==> src/rtl/frame_crc16_pkg.sv <==
package frame_crc16_pkg;
  localparam int          BYTE_W      = 8;
  localparam logic [15:0] CRC_POLY_R  = 16'h8408;
  localparam logic [15:0] CRC_PRESET  = 16'hFFFF;
  localparam logic [15:0] CRC_RESIDUE = 16'hF0B8;

  typedef enum logic [2:0] {
    TX_IDLE, TX_BODY, TX_CHK_LO, TX_CHK_HI, TX_DRAIN
  } tx_phase_e;

  // one byte through the reflected register, bit 0 first
  function automatic logic [15:0] crc16_step(input logic [15:0] crc,
                                             input logic [BYTE_W-1:0] d);
    logic [15:0] c;
    c = crc;
    for (int i = 0; i < BYTE_W; i++) begin
      if (c[0] ^ d[i]) c = (c >> 1) ^ CRC_POLY_R;
      else             c = c >> 1;
    end
    return c;
  endfunction
endpackage

==> src/rtl/crc16_rx_check.sv <==
module crc16_rx_check
  import frame_crc16_pkg::*;
#(
  parameter int MIN_LEN = 2
) (
  input  logic              clk_i,
  input  logic              rst_ni,
  input  logic              valid_i,
  input  logic [BYTE_W-1:0] data_i,
  input  logic              sof_i,
  input  logic              eof_i,
  output logic              ok_o,
  output logic              bad_o
);
  localparam int              LEN_W   = $clog2(MIN_LEN + 1);
  localparam logic [LEN_W-1:0] LEN_SAT = LEN_W'(MIN_LEN);

  logic              open_q, ok_q, bad_q;
  logic [15:0]       crc_q, crc_nxt;
  logic [LEN_W-1:0]  len_q, len_base, len_nxt;
  logic              take, pass;

  always_comb begin
    crc_nxt  = crc16_step(sof_i ? CRC_PRESET : crc_q, data_i);
    len_base = sof_i ? '0 : len_q;
    len_nxt  = (len_base == LEN_SAT) ? len_base : len_base + 1'b1;
    take     = valid_i && (sof_i || open_q);
    pass     = (len_nxt == LEN_SAT) && (crc_nxt == CRC_RESIDUE);
  end

  always_ff @(posedge clk_i or negedge rst_ni) begin
    if (!rst_ni) begin
      open_q <= 1'b0;
      crc_q  <= CRC_PRESET;
      len_q  <= '0;
      ok_q   <= 1'b0;
      bad_q  <= 1'b0;
    end else begin
      ok_q  <= take && eof_i && pass;
      bad_q <= take && eof_i && !pass;
      if (take) begin
        crc_q  <= crc_nxt;
        len_q  <= len_nxt;
        open_q <= !eof_i;
      end
    end
  end

  assign ok_o  = ok_q;
  assign bad_o = bad_q;
endmodule

==> src/rtl/crc16_bit_shifter.sv <==
module crc16_bit_shifter #(
  parameter int W = 8
) (
  input  logic         clk_i,
  input  logic         rst_ni,
  input  logic         load_i,
  input  logic [W-1:0] data_i,
  output logic         bit_o,
  output logic         valid_o,
  output logic         final_o,
  output logic         room_o
);
  localparam int CNT_W = $clog2(W + 1);

  logic [W-1:0]     sh_q;
  logic [CNT_W-1:0] left_q;

  always_ff @(posedge clk_i or negedge rst_ni) begin
    if (!rst_ni) begin
      sh_q   <= '0;
      left_q <= '0;
    end else if (load_i) begin
      sh_q   <= data_i;
      left_q <= CNT_W'(W);
    end else if (left_q != '0) begin
      sh_q   <= sh_q >> 1;
      left_q <= left_q - 1'b1;
    end
  end

  assign bit_o   = sh_q[0];
  assign valid_o = left_q != '0;
  assign final_o = left_q == CNT_W'(1);
  assign room_o  = left_q <= CNT_W'(1);
endmodule

==> src/rtl/crc16_tx_framer.sv <==
module crc16_tx_framer
  import frame_crc16_pkg::*;
(
  input  logic              clk_i,
  input  logic              rst_ni,
  input  logic              valid_i,
  input  logic [BYTE_W-1:0] data_i,
  input  logic              last_i,
  output logic              ready_o,
  output logic              ser_bit_o,
  output logic              ser_valid_o,
  output logic              ser_sof_o,
  output logic              ser_eof_o
);
  tx_phase_e         phase_q;
  logic [15:0]       crc_q, crc_nxt;
  logic              sof_q, room, fin, accept, load;
  logic [BYTE_W-1:0] ld_data;

  crc16_bit_shifter #(.W(BYTE_W)) i_shift (
    .clk_i   (clk_i),
    .rst_ni  (rst_ni),
    .load_i  (load),
    .data_i  (ld_data),
    .bit_o   (ser_bit_o),
    .valid_o (ser_valid_o),
    .final_o (fin),
    .room_o  (room)
  );

  assign ready_o = room && (phase_q == TX_IDLE || phase_q == TX_BODY);
  assign accept  = valid_i && ready_o;
  assign crc_nxt = crc16_step(phase_q == TX_IDLE ? CRC_PRESET : crc_q, data_i);

  always_comb begin
    load    = 1'b0;
    ld_data = data_i;
    unique case (phase_q)
      TX_IDLE, TX_BODY: load = accept;
      TX_CHK_LO: begin load = room; ld_data = ~crc_q[7:0];  end
      TX_CHK_HI: begin load = room; ld_data = ~crc_q[15:8]; end
      default:   load = 1'b0;
    endcase
  end

  always_ff @(posedge clk_i or negedge rst_ni) begin
    if (!rst_ni) begin
      phase_q <= TX_IDLE;
      crc_q   <= CRC_PRESET;
      sof_q   <= 1'b0;
    end else begin
      sof_q <= accept && (phase_q == TX_IDLE);
      unique case (phase_q)
        TX_IDLE, TX_BODY: if (accept) begin
          crc_q   <= crc_nxt;
          phase_q <= last_i ? TX_CHK_LO : TX_BODY;
        end
        TX_CHK_LO: if (room) phase_q <= TX_CHK_HI;
        TX_CHK_HI: if (room) phase_q <= TX_DRAIN;
        TX_DRAIN:  if (fin)  phase_q <= TX_IDLE;
        default:   phase_q <= TX_IDLE;
      endcase
    end
  end

  assign ser_sof_o = sof_q;
  assign ser_eof_o = (phase_q == TX_DRAIN) && fin;
endmodule

==> src/rtl/frame_crc16.sv <==
module frame_crc16
  import frame_crc16_pkg::*;
#(
  parameter int MIN_LEN = 2
) (
  input  logic              clk_i,
  input  logic              rst_ni,
  input  logic              rx_valid_i,
  input  logic [BYTE_W-1:0] rx_data_i,
  input  logic              rx_sof_i,
  input  logic              rx_eof_i,
  output logic              rx_ok_o,
  output logic              rx_bad_o,
  input  logic              tx_valid_i,
  input  logic [BYTE_W-1:0] tx_data_i,
  input  logic              tx_last_i,
  output logic              tx_ready_o,
  output logic              ser_bit_o,
  output logic              ser_valid_o,
  output logic              ser_sof_o,
  output logic              ser_eof_o
);
  crc16_rx_check #(.MIN_LEN(MIN_LEN)) i_rx (
    .clk_i   (clk_i),
    .rst_ni  (rst_ni),
    .valid_i (rx_valid_i),
    .data_i  (rx_data_i),
    .sof_i   (rx_sof_i),
    .eof_i   (rx_eof_i),
    .ok_o    (rx_ok_o),
    .bad_o   (rx_bad_o)
  );

  crc16_tx_framer i_tx (
    .clk_i       (clk_i),
    .rst_ni      (rst_ni),
    .valid_i     (tx_valid_i),
    .data_i      (tx_data_i),
    .last_i      (tx_last_i),
    .ready_o     (tx_ready_o),
    .ser_bit_o   (ser_bit_o),
    .ser_valid_o (ser_valid_o),
    .ser_sof_o   (ser_sof_o),
    .ser_eof_o   (ser_eof_o)
  );
endmodule

==> config.mk <==
export PLATFORM = sky130hd
export DESIGN_NAME = frame_crc16
export DESIGN_NICKNAME = d
export VERILOG_FILES = /design/src/rtl/frame_crc16_pkg.sv /design/src/rtl/crc16_rx_check.sv /design/src/rtl/crc16_bit_shifter.sv /design/src/rtl/crc16_tx_framer.sv /design/src/rtl/frame_crc16.sv
export SDC_FILE = /design/constraint.sdc
export NUM_CORES = 1
export LEC_CHECK = 0
export ABC_AREA = 0
export BUFFER_PORTS_ARGS = -buffer_cell sky130_fd_sc_hd__buf_2
export CAP_MARGIN = 25
export CORE_ASPECT_RATIO = 1.1
export CORE_MARGIN = 5
export CORE_UTILIZATION = 30
export DETAILED_ROUTE_END_ITERATION = 10
export GPL_TIMING_DRIVEN = 0
export HOLD_SLACK_MARGIN = 0.03
export PLACE_DENSITY_LB_ADDON = 0.1
export RECOVER_POWER = 50
export SETUP_SLACK_MARGIN = 0.02
export SLEW_MARGIN = 30
export SYNTH_ARGS = -nofsm -noshare
export SYNTH_HDL_FRONTEND = slang
export SYNTH_HIERARCHICAL = 1
export SYNTH_SLANG_ARGS = --single-unit
==> constraint.sdc <==
create_clock -name clk_i -period 2.3 [get_ports clk_i]
set_input_delay 0.23 -clock clk_i [delete_from_list [all_inputs] [get_ports clk_i]]
set_output_delay 0.23 -clock clk_i [all_outputs]
set_load 0.03 [all_outputs]
# Yosys cells after proc, flatten, opt, wreduce, memory -nomap -nowiden
# Cells that the tools add are included.
dict set report word_totals {
  ff_bits 53
  inputBits 23
  output_inout_bits 7
}
dict set report op_classes {
  add_sub_neg 2
  n_lt_le_gt_ge 1
  eq_ne 12
  muxes 32
  n_bitwise 34
  n_reduce_logical 20
}
# operator n
set op_table {}
lappend op_table {{two-way mux 16 bit} 18}
lappend op_table {{NOT 2 -> 3 bit} 16}
lappend op_table {{equality test 16 bit (second input constant)} 1}
lappend op_table {{two-way mux 8 bit} 2}
lappend op_table {{NOT 8 bit} 2}
lappend op_table {{one-hot mux 8 bit (2 select lines)} 1}
lappend op_table {{XOR 1 bit} 16}
lappend op_table {{two-way mux 3 bit} 4}
lappend op_table {{one-hot mux 3 bit (4 select lines)} 1}
lappend op_table {{logical AND 1 bit} 9}
lappend op_table {{two-way mux 4 bit} 2}
lappend op_table {{!= test 2 x 1 -> 1 bit (second input constant)} 4}
lappend op_table {{equality test 3 x 2 -> 1 bit (second input constant)} 2}
lappend op_table {{two-way mux 2 bit} 3}
lappend op_table {{equality test 2 bit (second input constant)} 2}
lappend op_table {{equality test 4 x 1 -> 1 bit (second input constant)} 1}
lappend op_table {{<= comparator 4 x 1 -> 1 bit (second input constant)} 1}
lappend op_table {{AND reduction 4 bit} 1}
lappend op_table {{nonzero test 4 bit} 1}
lappend op_table {{OR reduction 2 bit} 2}
lappend op_table {{subtractor 4 x 1 -> 4 bit (second input constant)} 1}
lappend op_table {{equality test 3 x 1 -> 1 bit (second input constant)} 1}
lappend op_table {{equality test 3 bit (second input constant)} 1}
lappend op_table {{logical NOT 3 bit} 1}
lappend op_table {{6 further kinds} 8}

# Longest topological paths before layout
dict set report logic_depth {
  ltp_word 21
  depth_mapped 10
  ltp_nobuf 10
}

# By module
# Netlist, hierarchy kept.
# mod n_inst cells_per_inst area_each_um2
set by_module_without_submodules {}
lappend by_module_without_submodules {crc16_rx_check 1 187 1671.6}
lappend by_module_without_submodules {crc16_tx_framer 1 181 1561.5}
lappend by_module_without_submodules {crc16_bit_shifter 1 64 610.6}

# Worst setup path after synthesis
# OpenSTA, ideal clock, no wires.
dict set report synth_path {
  path_type {register -> register}
  startpoint {register i_tx.i_shift.left_q[0]}
  endpoint {register i_tx.crc_q[1]}
  setup_time_ns 0.081
  t_arrival_ns 2.205
  required_ns 2.219
  setup_slack_ns 0.014
  stages_incl_launch_ff 11
  path_buffers 0
  cell_sequence {dfrtp_1 -> inv_1 -> ha_1 -> nor3b_4 -> inv_2 -> or2b_1 -> nand2b_1 -> nor3b_1 -> nand2_1 -> mux2_2 -> o211ai_1}
}
dict set report synth_between {
  elab_chain_cells 4
}
# item line
set synth_lines {}
lappend synth_lines {{start: declaration} crc16_bit_shifter.sv:16} ;# logic [CNT_W-1:0] left_q;
lappend synth_lines {{start signal: assignment} crc16_bit_shifter.sv:24} ;# left_q <= CNT_W'(W);
lappend synth_lines {{start signal: assignment} crc16_bit_shifter.sv:27} ;# left_q <= left_q - 1'b1;
lappend synth_lines {{<= comparator 4 x 1 -> 1 bit} crc16_bit_shifter.sv:34} ;# assign room_o = left_q <= CNT_W'(1);
lappend synth_lines {{net i_tx.room} crc16_tx_framer.sv:17} ;# logic sof_q, room, fin, accept, load;
lappend synth_lines {{logical AND 1 bit} crc16_tx_framer.sv:31} ;# assign ready_o = room && (phase_q == TX_IDLE || phase_q == TX_BODY);
lappend synth_lines {{logical AND 1 bit} crc16_tx_framer.sv:32} ;# assign accept = valid_i && ready_o;
lappend synth_lines {{AND reduction 2 bit (no line)} --}
lappend synth_lines {{end signal: assignment} crc16_tx_framer.sv:55} ;# crc_q <= crc_nxt;
lappend synth_lines {{end: declaration} crc16_tx_framer.sv:16} ;# logic [15:0] crc_q, crc_nxt;
# The timed path passes the listed nets, and every way through them passes these cells.
# A chain may end at the register's enable or synchronous reset.

# Worst setup path in the final report
dict set report layout_path {
  startpoint {register i_tx.phase_q[0]}
  endpoint {register i_tx.crc_q[2]}
}
dict set report layout_between {
  elab_chain_cells 12
}
# item line
set layout_lines {}
lappend layout_lines {{start: declaration} crc16_tx_framer.sv:15} ;# tx_phase_e phase_q;
lappend layout_lines {{start signal: assignment} crc16_tx_framer.sv:56} ;# phase_q <= last_i ? TX_CHK_LO : TX_BODY;
lappend layout_lines {{logical NOT 3 bit} {crc16_tx_framer.sv:31, crc16_tx_framer.sv:33, crc16_tx_framer.sv:53}}
lappend layout_lines {{two-way mux 16 bit} crc16_tx_framer.sv:33} ;# assign crc_nxt = crc16_step(phase_q == TX_IDLE ? CRC_PRESET : crc_q, data_i);
lappend layout_lines {{two-way mux 16 bit (2 in a row)} frame_crc16_pkg.sv:17} ;# if (c[0] ^ d[i]) c = (c >> 1) ^ CRC_POLY_R;
lappend layout_lines {{XOR 1 bit or NOT 2 -> 3 bit (tied branches)} --}
lappend layout_lines {{two-way mux 16 bit (4 in a row)} frame_crc16_pkg.sv:17}
lappend layout_lines {{XOR 1 bit} frame_crc16_pkg.sv:17}
lappend layout_lines {{two-way mux 16 bit (2 in a row)} frame_crc16_pkg.sv:17}
# Several ways; a longest one is shown, not always the timed one.

==> metrics.md <==
| Metric | Value |
|---|---|
| Cts bufs inserted | 5 |
| Hold_sp | rx_eof_i |
| Starting Density | 0.305 |
| Die Wd | around 120 um |
| GR Util met1 | 0.171 |
| Input/output buffers | 26 |
| First-pass GRT wire length | 16700 um |
| Max incr delay on CP | 0.42 ns |
| Relative slew slack | 0.0511 |
| FMAX | 0.457 GHz |
| Ys Warns | 6 |
| Final setup violation count | 0 |
| Number of synthesized flops with an enable pin | 0 |
| Vias | just over 3000 |
| Type of destination of the critical path | flop |
| VDD IR max | 471 uV |
| Period utilisation layout | 0.952 |
| Final cell count without fillers | about 630 |
| Fin util | 0.357 |
| Detailed-route wire length | 10100 um |
| Routed Antenna Nets | 0 |
| Synth Flop Type | dfstp_2 |
| Met3 GRT Util | 0.0338 |
| FP Rows | between 40 and 50 |
| Pleak | around 1.8 nW |
| Syn Inst Count | approximately 430 |
| Layer with the highest usage | met2 |
| RSZ-0062 raised after global routing | false |
| Origin of the critical flop-to-flop path | i_tx/phase_q[0]$_DFFE_PN0P_ |
| Arr. time, crit path | 2.43 ns |
| Clock buffer depth | 2 |
| Setup WS pre-CTS | -0.628 ns |
| Placed instance area | 0.00418 mm^2 |
| First drt pass iteration count | 4 |
| Core Area | 0.0126 mm^2 |
| Crit-path slowest cell | or3_4 |
| Vias in the first global route | roughly 3100 |
| Status | complete, no violations |
| DRC | 0 |
| Nets | 500 |
| Share of layout cells above drive strength 1 | 0.286 |
| Layout area overhead | 16.9% |
| Initial antenna violation count | 0 |
| Global route overflow | 0 |
| Final Hold Slack | between 0.15 and 0.2 ns |
| Slew @ Worst Pin | ~1.4 ns |
| Placed insts | roughly 620 |
| Minimum clock period | about 2.2 ns |
| Post-synth cell types | 64 |
| Mapped Nets | approximately 460 |
| IO Pins | 30 |
| Estimated wirelength of the detail-placed design | between 7000 and 8000 um |
| Met2 Use GR | 0.233 |
| Final Max Slew Viols | 0 |
| Clock Latency Late Sink | 0.31 ns |
| CTS tree | built |
| Worst setup SP type | flop |
| Clk sinks | 53 |
| Clock H-tree levels | 2 |
| Max FO, Critical Path | 6 |
| Critical path type | reg2reg |
| Clock Skew | between 0.009 and 0.01 ns |
| Wire per inst | around 16 um |
| Maximum number of pins on one net before global-route repair | between 50 and 60 |
| PnR worst setup slack | roughly 0.11 ns |
| Syn_area_per_cell | a little under 9 um^2 |
| Total track usage | 0.136 |
| CTS root buf | clkbuf_16 |
| Gpl congestion | 0.771 |
| Hold depth | 3 |
| Hold Crit Class | in2reg |
| Die ar. | between 0.015 and 0.02 mm^2 |
| Reg-to-reg setup timing slack | about 0.11 ns |
| Post-layout instance area | 0.00449 mm^2 |
| Sequential area share after synthesis | 0.355 |
| Pwr per Cell Area | 1440 mW/mm^2 |
| Synth Cell Area | just under 0.004 mm^2 |
| Worst path cell trace | buf_6 -> or3_4 -> buf_4 -> a221oi_2 -> xnor2_1 -> mux2_2 -> o211ai_1 |
| Clk pin slew, worst setup/hold paths | about 0.08 ns |
| Worst reg2reg path depth | 7 |
| Ys async rst share | 1.00 |
| Via-per-instance ratio | about 4.8 |
| Hold Vio Cnt, Final | 0 |
| Ant. Diodes | 0 |
| Worst path required time | ~2.5 ns |
| Initial DRC count | ~140 |
| Die height | 129 um |
| Synthesized flop and latch total | 53 |
| R2r endpoint | i_tx/crc_q[2]$_DFFE_PN1P_ |
| Max Cap Viol | 0 |
| Critical Path Source | i_tx/phase_q[0]$_DFFE_PN0P_ |
| WHS Endpoint | i_rx/ok_o$_DFF_PN0_ |
## cell usage after synthesis, types with 3 or more instances
| master | number | share of area |
|---|---|---|
| nand2_1 | 78 | 0.076 |
| o21ai_0 | 43 | 0.056 |
| xnor2_1 | 37 | 0.084 |
| dfstp_2 | 32 | 0.22 |
| nor2_1 | 31 | 0.030 |
| a21oi_1 | 21 | 0.027 |
| dfrtp_1 | 21 | 0.14 |
| clkbuf_1 | 17 | 0.017 |
| nor2b_1 | 17 | 0.028 |
| xor2_1 | 12 | 0.027 |
| mux2_2 | 11 | 0.032 |
| and2_1 | 8 | 0.013 |
| buf_6 | 6 | 0.018 |
| inv_1 | 6 | 0.0059 |
| nand3_1 | 6 | 0.0078 |
| nor3b_1 | 5 | 0.0098 |
| or3_1 | 5 | 0.0081 |
| nor3_1 | 4 | 0.0052 |
| o211ai_1 | 4 | 0.0078 |
| a221oi_2 | 3 | 0.012 |
| buf_2 | 3 | 0.0039 |
| ha_1 | 3 | 0.0098 |
| mux2i_1 | 3 | 0.0078 |
| nand2b_1 | 3 | 0.0049 |
| o21a_1 | 3 | 0.0059 |
| o22ai_1 | 3 | 0.0049 |
## area by class of cell
cell class              instances  area (um^2)
flip-flops and latches         53         1370
repair buffers                 38          220
inverters                       7         26.3
clock buffers                   5          125
multi-input cells             344         2390
clock inverters                 3         21.3
well taps                     157          196
plain buffers                  25          148
fillers                      1340         8100
## through the flow
step | TNS (ns) | total power [mW]
floorplan | 0 | 4.61
global placement | -12.24 | 5.36
CTS | 0 | 6.34
finish | 0 | 6.47
global route | 0 | 7.02
detailed placement | -12.17 | 5.40
## metal layers
metal	part of all wire	wire, um	up-vias
met5	0	0	-
met4	0.016	156	0
met3	0.029	289	9
met2	0.48	4850	28
met1	0.47	4760	1471
li1	-	-	1546
## cells by family after synthesis
group | count (synthesis) | share of synthesized area
AO/OA/AOI/OAI | 97 | 0.166
XOR/XNOR | 56 | 0.156
adder cells (fa/ha/maj) | 3 | 0.00977
buffers and inverters | 35 | 0.0478
flip-flops | 53 | 0.355
multiplexers | 14 | 0.0400
AND/OR/NAND/NOR | 174 | 0.225
## worst max-delay path: cells and delay by family (launching register included)
kind / cells / cell delay [ns]
mux: 1 / 0.36
simple gates: 1 / 0.42
flops: 1 / 0.39
buf+inv: 2 / 0.30
xor+xnor: 1 / 0.20
compound gates: 2 / 0.44
## flip-flops by register name, indices dropped and copies added, names as in the netlist
name and count:
i_rx/crc_q 16, i_tx/crc_q 16, i_tx/i_shift/sh_q 8, i_tx/i_shift/left_q 4
i_tx/phase_q 3, i_rx/len_q 2, i_rx/bad_o 1, i_rx/ok_o 1
i_rx/open_q 1, i_tx/ser_sof_o 1
## how the worst max path moves through the flow
stage,endpoint,cells past startpoint
floorplan,i_tx/crc_q[1]$_DFFE_PN1P_,10
global placement,i_tx/crc_q[12]$_DFFE_PN1P_,10
detailed placement,i_tx/crc_q[12]$_DFFE_PN1P_,9
CTS,tx_ready_o,8
global route,tx_ready_o,8
finish,i_tx/crc_q[2]$_DFFE_PN1P_,7
## placed cells by master (no fill, tap or decap), types with 16 or more instances in the layout
cell     count
a21oi_1     21
buf_2       24
dfrtp_1     21
dfstp_2     32
nand2_1     78
nor2_1      30
nor2b_1     16
o21ai_0     40
xnor2_1     37
## where the power goes
group / switching, mW / internal [mW]
Sequential: 0.396 / 1.51
Combinational: 1.98 / 1.78
Clock: 0.396 / 0.407
Total: 2.77 / 3.70
## timing repair
action                                  in CTS  in global routing
cloned                                       0                  0
pin swaps                                    3                  9
endpoints found under the hold margin       21                  0
hold buffers                                 1                  0
setup buffers                                2                  9
resized for setup                           14                 20
endpoints found under the setup margin      32                 29
Note: power is estimated with default switching activity, not from simulation.
